===== src/rtl/ipi_pkg.sv =====
package ipi_pkg;
  localparam int VEC_W      = 8;
  localparam int DEST_W     = 8;
  localparam int PAGE_SHIFT = 12;
  localparam int ADDR_W     = VEC_W + PAGE_SHIFT;

  localparam logic [2:0] DM_FIXED = 3'd0;
  localparam logic [2:0] DM_NMI   = 3'd4;
  localparam logic [2:0] DM_INIT  = 3'd5;
  localparam logic [2:0] DM_START = 3'd6;

  localparam logic [1:0] SH_DEST   = 2'd0;
  localparam logic [1:0] SH_SELF   = 2'd1;
  localparam logic [1:0] SH_ALL    = 2'd2;
  localparam logic [1:0] SH_OTHERS = 2'd3;

  typedef enum logic [1:0] {
    BOOT_HALT = 2'd0,
    BOOT_WAIT = 2'd1,
    BOOT_RUN  = 2'd2
  } boot_e;

  typedef struct packed {
    logic [DEST_W-1:0] dest;
    logic [VEC_W-1:0]  vec;
    logic [2:0]        mode;
    logic              level;
    logic [1:0]        sh;
  } cmd_t;

  function automatic cmd_t unpack_cmd(input logic [63:0] w);
    cmd_t c;
    c.dest  = w[63:56];
    c.vec   = w[7:0];
    c.mode  = w[10:8];
    c.level = w[14];
    c.sh    = w[19:18];
    return c;
  endfunction
endpackage


===== src/rtl/ipi_cmd_latch.sv =====
module ipi_cmd_latch (
  input  logic        clk,
  input  logic        rst,
  input  logic        wide_mode,
  input  logic        wr_hi_en,
  input  logic        wr_lo_en,
  input  logic [63:0] wr_data,
  output logic        cmd_valid,
  output logic [63:0] cmd_word
);
  logic [31:0] hi_q;

  always_ff @(posedge clk) begin
    if (rst) begin
      hi_q <= '0;
    end else if (wr_hi_en && !wide_mode) begin
      hi_q <= wr_data[31:0];
    end
  end

  always_comb begin
    cmd_valid = wr_lo_en;
    cmd_word  = wide_mode ? wr_data : {hi_q, wr_data[31:0]};
  end
endmodule


===== src/rtl/ipi_dest_set.sv =====
module ipi_dest_set #(
  parameter int NUM_CPU = 8,
  parameter int CPU_W   = 3,
  parameter int DEST_W  = 8
) (
  input  logic [1:0]         sh,
  input  logic [DEST_W-1:0]  dest,
  input  logic [CPU_W-1:0]   self_id,
  input  logic [NUM_CPU-1:0] active,
  output logic [NUM_CPU-1:0] targets
);
  import ipi_pkg::*;

  logic [NUM_CPU-1:0] dest_oh;
  logic [NUM_CPU-1:0] self_oh;

  always_comb begin
    for (int i = 0; i < NUM_CPU; i++) begin
      dest_oh[i] = (int'(dest) == i);
      self_oh[i] = (int'(self_id) == i);
    end
    unique case (sh)
      SH_DEST:   targets = dest_oh;
      SH_SELF:   targets = self_oh;
      SH_ALL:    targets = active;
      default:   targets = active & ~self_oh;
    endcase
  end
endmodule


===== src/rtl/ipi_boot_fsm.sv =====
module ipi_boot_fsm #(
  parameter bit START_RUNNING = 1'b0
) (
  input  logic          clk,
  input  logic          rst,
  input  logic          go_init,
  input  logic          go_start,
  output ipi_pkg::boot_e state
);
  import ipi_pkg::*;

  always_ff @(posedge clk) begin
    if (rst) begin
      state <= START_RUNNING ? BOOT_RUN : BOOT_HALT;
    end else begin
      unique case (state)
        BOOT_HALT: if (go_init)  state <= BOOT_WAIT;
        BOOT_WAIT: if (go_start) state <= BOOT_RUN;
        default:   state <= state;
      endcase
    end
  end
endmodule


===== src/rtl/ipi_cmd_decoder.sv =====
module ipi_cmd_decoder #(
  parameter int NUM_CPU = 8,
  localparam int CPU_W  = (NUM_CPU > 1) ? $clog2(NUM_CPU) : 1
) (
  input  logic                       clk,
  input  logic                       rst,
  input  logic                       wide_mode,
  input  logic                       wr_hi_en,
  input  logic                       wr_lo_en,
  input  logic [63:0]                wr_data,
  input  logic [CPU_W-1:0]           src_cpu,
  input  logic [NUM_CPU-1:0]         active_mask,
  output logic [NUM_CPU-1:0]         fix_req,
  output logic [7:0]                 fix_vec,
  output logic [NUM_CPU-1:0]         nmi_pulse,
  output logic                       start_valid,
  output logic [7:0]                 start_cpu,
  output logic [19:0]                start_addr,
  output logic [NUM_CPU-1:0]         run_mask,
  output logic [NUM_CPU-1:0]         wait_mask
);
  import ipi_pkg::*;

  logic               cmd_valid;
  logic [63:0]        cmd_word;
  cmd_t               cmd;
  logic [NUM_CPU-1:0] targets;
  logic [NUM_CPU-1:0] tgt_oh;
  logic [NUM_CPU-1:0] go_init;
  logic [NUM_CPU-1:0] go_start;
  logic               boot_ok;
  logic               init_hit;
  logic               start_hit;
  logic               fix_hit;
  logic               nmi_hit;

  ipi_cmd_latch u_latch (
    .clk       (clk),
    .rst       (rst),
    .wide_mode (wide_mode),
    .wr_hi_en  (wr_hi_en),
    .wr_lo_en  (wr_lo_en),
    .wr_data   (wr_data),
    .cmd_valid (cmd_valid),
    .cmd_word  (cmd_word)
  );

  assign cmd = unpack_cmd(cmd_word);

  ipi_dest_set #(
    .NUM_CPU (NUM_CPU),
    .CPU_W   (CPU_W),
    .DEST_W  (DEST_W)
  ) u_dest (
    .sh      (cmd.sh),
    .dest    (cmd.dest),
    .self_id (src_cpu),
    .active  (active_mask),
    .targets (targets)
  );

  always_comb begin
    for (int i = 0; i < NUM_CPU; i++) begin
      tgt_oh[i] = (int'(cmd.dest) == i);
    end
    boot_ok   = (src_cpu == '0) && (cmd.dest != '0) && (int'(cmd.dest) < NUM_CPU);
    fix_hit   = cmd_valid && (cmd.mode == DM_FIXED);
    nmi_hit   = cmd_valid && (cmd.mode == DM_NMI);
    init_hit  = cmd_valid && (cmd.mode == DM_INIT) && cmd.level && boot_ok;
    start_hit = cmd_valid && (cmd.mode == DM_START) && boot_ok;
    go_init   = init_hit  ? tgt_oh : '0;
    go_start  = start_hit ? (tgt_oh & wait_mask) : '0;
  end

  for (genvar g = 0; g < NUM_CPU; g++) begin : g_boot
    boot_e st;
    ipi_boot_fsm #(.START_RUNNING(g == 0)) u_fsm (
      .clk      (clk),
      .rst      (rst),
      .go_init  (go_init[g]),
      .go_start (go_start[g]),
      .state    (st)
    );
    assign run_mask[g]  = (st == BOOT_RUN);
    assign wait_mask[g] = (st == BOOT_WAIT);
  end

  always_ff @(posedge clk) begin
    if (rst) begin
      fix_req     <= '0;
      fix_vec     <= '0;
      nmi_pulse   <= '0;
      start_valid <= 1'b0;
      start_cpu   <= '0;
      start_addr  <= '0;
    end else begin
      fix_req     <= fix_hit ? targets : '0;
      nmi_pulse   <= nmi_hit ? targets : '0;
      start_valid <= |go_start;
      if (fix_hit) fix_vec <= cmd.vec;
      if (|go_start) begin
        start_cpu  <= cmd.dest;
        start_addr <= {cmd.vec, {PAGE_SHIFT{1'b0}}};
      end
    end
  end
endmodule


===== config.mk =====
export PLATFORM = sky130hd
export DESIGN_NAME = ipi_cmd_decoder
export DESIGN_NICKNAME = d
export VERILOG_FILES = /design/src/rtl/ipi_pkg.sv /design/src/rtl/ipi_cmd_latch.sv /design/src/rtl/ipi_dest_set.sv /design/src/rtl/ipi_boot_fsm.sv /design/src/rtl/ipi_cmd_decoder.sv
export SDC_FILE = /design/constraint.sdc
export NUM_CORES = 1
export LEC_CHECK = 0
export BUFFER_PORTS_ARGS = -buffer_cell sky130_fd_sc_hd__buf_2
export CAP_MARGIN = 40
export CORE_MARGIN = 8
export CORE_UTILIZATION = 40
export DETAILED_ROUTE_END_ITERATION = 6
export PLACE_DENSITY = 0.8
export SETUP_SLACK_MARGIN = 0.02
export SLEW_MARGIN = 20
export SYNTH_ARGS = -nofsm -noshare
export SYNTH_HDL_FRONTEND = slang
export SYNTH_SLANG_ARGS = --single-unit

===== constraint.sdc =====
create_clock -name clk -period 3.19 [get_ports clk]
set_input_delay 0.957 -clock clk [delete_from_list [all_inputs] [get_ports clk]]
set_output_delay 0.957 -clock clk [all_outputs]
set_load 0.01 [all_outputs]

==> flow_summary.toml <==
[sta]
slew-limit-headroom_pct = 56.7
fin_crit_sh_pct = 85.9
max_slew.worst_pin.slew_ns = 0.633
finalHoldViolations = 0
drv_slew = 0
tns_ns = 0
finClkSkew_ns = 0.00582
period_needed_ns = 2.74
setup_ws_ns = 0.451
setup_violations = 0
max_clock_freq_ghz = 0.365
rsz0062_at_grt = "no"

[synth]
avgSynthCellArea_um2 = 8.75
synth_top_area_share_pct = 43.6
synth.distinct_cells = 46
synthTopCellsByArea = "dfxtp_1 44%, nor2b_1 5.7%, nor2_1 4.3%, a21oi_1 4.2%, mux2i_1 4.0%"
synth-async-reset-ratio_pct = 0
synth_edf_count = 0
ys_seq_area_share_pct = 43.6
synth_area_um2 = 2990
synth-seq-cells = 65
synth_top_area_cell = "dfxtp_1"
synth-main-ff-cell = "dfxtp_1"
netlist_instances = 341
yosysWarnings = 0

[global_route]
antenna_found_initial = 0
grt_max_degree = 29
overflow = 0
busiest_layer = "met2"
grt_pass1_vias = 2717
grt_pass1_wl_mm = 12.7
grtUsageMet1_pct = 17.9
track_usage_pct = 15.4
grtUsageMet3_pct = 6.81
use_met2_pct = 24.9

[hold_path]
hold_class = "reg2reg"

[floorplan]
start_util_pct = 41.2
die_x_um = 102
num_rows = 31
die_y_um = 102
core_area_um2 = 7250
io_pins = 149
die_area_um2 = 10500

[final_layout]
diodes = 0
multi_input_area_um2 = 1550
final_cell_mix = "102 x buf_2, 65 x dfxtp_1, 34 x nor2_1"
layout.cells.most_common = "buf_2"
drive_gt1_share_pct = 30.2
nets = 523
fillers = 701
syn2layout_area_growth_pct = 24.4
seq_area_um2 = 1300

[critical_path]
crit_fanout = 17
cp-end-kind = "flop"
crit_type = "in2reg"
timing.critical_path.from_type = "input pin"
worst_path_max_delay_cell = "or4b_1"
arrival_ns = 2.98
cp_top_family = "simple AND/OR/NAND/NOR gates"
crit_buf_inv = 2
cpPeakStageDelay_ns = 0.51
cp_cell_sequence = "buf_2, or4b_1, o22ai_4, o2111ai_4, buf_4, nor2_4, a21oi_1, a211oi_1"
cp.required_ns = 3.43

[outcome]
status = "finished, final reports clean"

[clock_tree]
cts_root_buffer = "clkbuf_8"
cts_tree = "yes"
ctsResizeCount = 0
htreeDepth = 3
clock-sinks = 65
post_cts.repair.setup_buffers = 0
clkLatencyLatePin_ns = 0.33
cts_made_buffers = 9
clockBufferDepth = 2
path_clk_slew_ns = 0.07
postCtsHoldBufs = 0

[detailed_routing]
ant_nets = 0
viasPerCell = 5.13
finalWirelength_mm = 8.31
routedWlPerCell_um = 15.2
vias = 2800
drt_iter0_markers = 164
drc = 0
firstDrtPassIters = 4

[run]
cap_violations = 0

[placement]
dpl.hpwl_mm = 6.39
dp_slack_ns = 0.134
numPortBuffers = 102
gp_congestion = 0.830

[pwr]
vdd_ir_drop_max_mv = 0.221
leakage_uw = 0.00162
p_per_area_nw_per_um2 = 428
-- metal layers --
layer	routed length [um]	up-vias
met1	3490	1295
met5	0	-
met4	63	0
met3	904	8
li1	-	1377
met2	3850	120
-- final timing paths --
check | start | endpoint | slack [ns] | cells past startpoint
worst min register to register | fix_vec[3] | fix_vec[3] | 0.46 | 2
worst min-delay path | fix_vec[3] | fix_vec[3] | 0.46 | 2
worst max register to register | u_latch.hi_q[28] | start_cpu[2] | 0.95 | 7
worst max-delay path | wide_mode | start_cpu[2] | 0.45 | 8
-- stage by stage --
step	hold WS [ns]	area, um^2	utilization, %	cells	total power (uW)
after detailed placement	0.447	3550	48.9	531	1010
after global routing	0.483	3710	51.2	546	1670
after global placement	0.440	3550	48.9	531	1000
final	0.456	3710	51.2	546	1590
after floorplan	0.433	3030	-	352	958
after CTS	0.458	3710	51.2	546	1610
-- worst reg2reg max path, delay by kind of cell, from the launching register on --
kind	cells	cell delay, ns
AOI/OAI and AO/OA	4	0.74
buffers and inverters	1	0.18
DFF	1	0.31
and+or+nand+nor	2	0.92
-- cell usage after synthesis (all sizes together), types with 4 or more instances --
library cell / number
nand3: 13
a221o: 5
a21boi: 5
xor2: 4
o21ai: 11
nor2: 36
clkbuf: 13
o21a: 6
nand3b: 7
a31oi: 7
a21oi: 25
buf: 17
nor3: 8
nand2: 31
nor3b: 8
nor2b: 27
and3: 4
mux2i: 12
a211oi: 4
dfxtp: 65
-- area by class of cell --
| type | count | area share, % |
|---|---|---|
| Clock inverter | 3 | 0.472 |
| Tap cell | 99 | 3.34 |
| Timing Repair Buffer | 110 | 15.4 |
| Sequential cell | 65 | 35.1 |
| Multi-Input combinational cell | 256 | 41.8 |
| Inverter | 1 | 0.101 |
| Clock buffer | 12 | 3.91 |
-- sequential cells by signal (all words and copies together) (netlist names) --
register	count
g_boot.u_fsm.state	16
fix_req	8
fix_vec	8
nmi_pulse	8
start_addr	8
start_cpu	8
u_latch.hi_q	8
start_valid	1
-- logic make-up after synthesis --
family                 synth area share (%)
other                                 0.126
AO/OA/AOI/OAI                          17.1
XOR/XNOR                               2.05
flip-flops                             43.6
AND/OR/NAND/NOR                        26.8
buffers and inverters                  5.87
multiplexers                           4.40
-- report_power, final --
part           switching, uW  total, uW  internal (uW)
logic                   98.4        167           68.2
clock network            299        596            297
registers               5.23        826            820
Power figures use the tool's default switching activity.
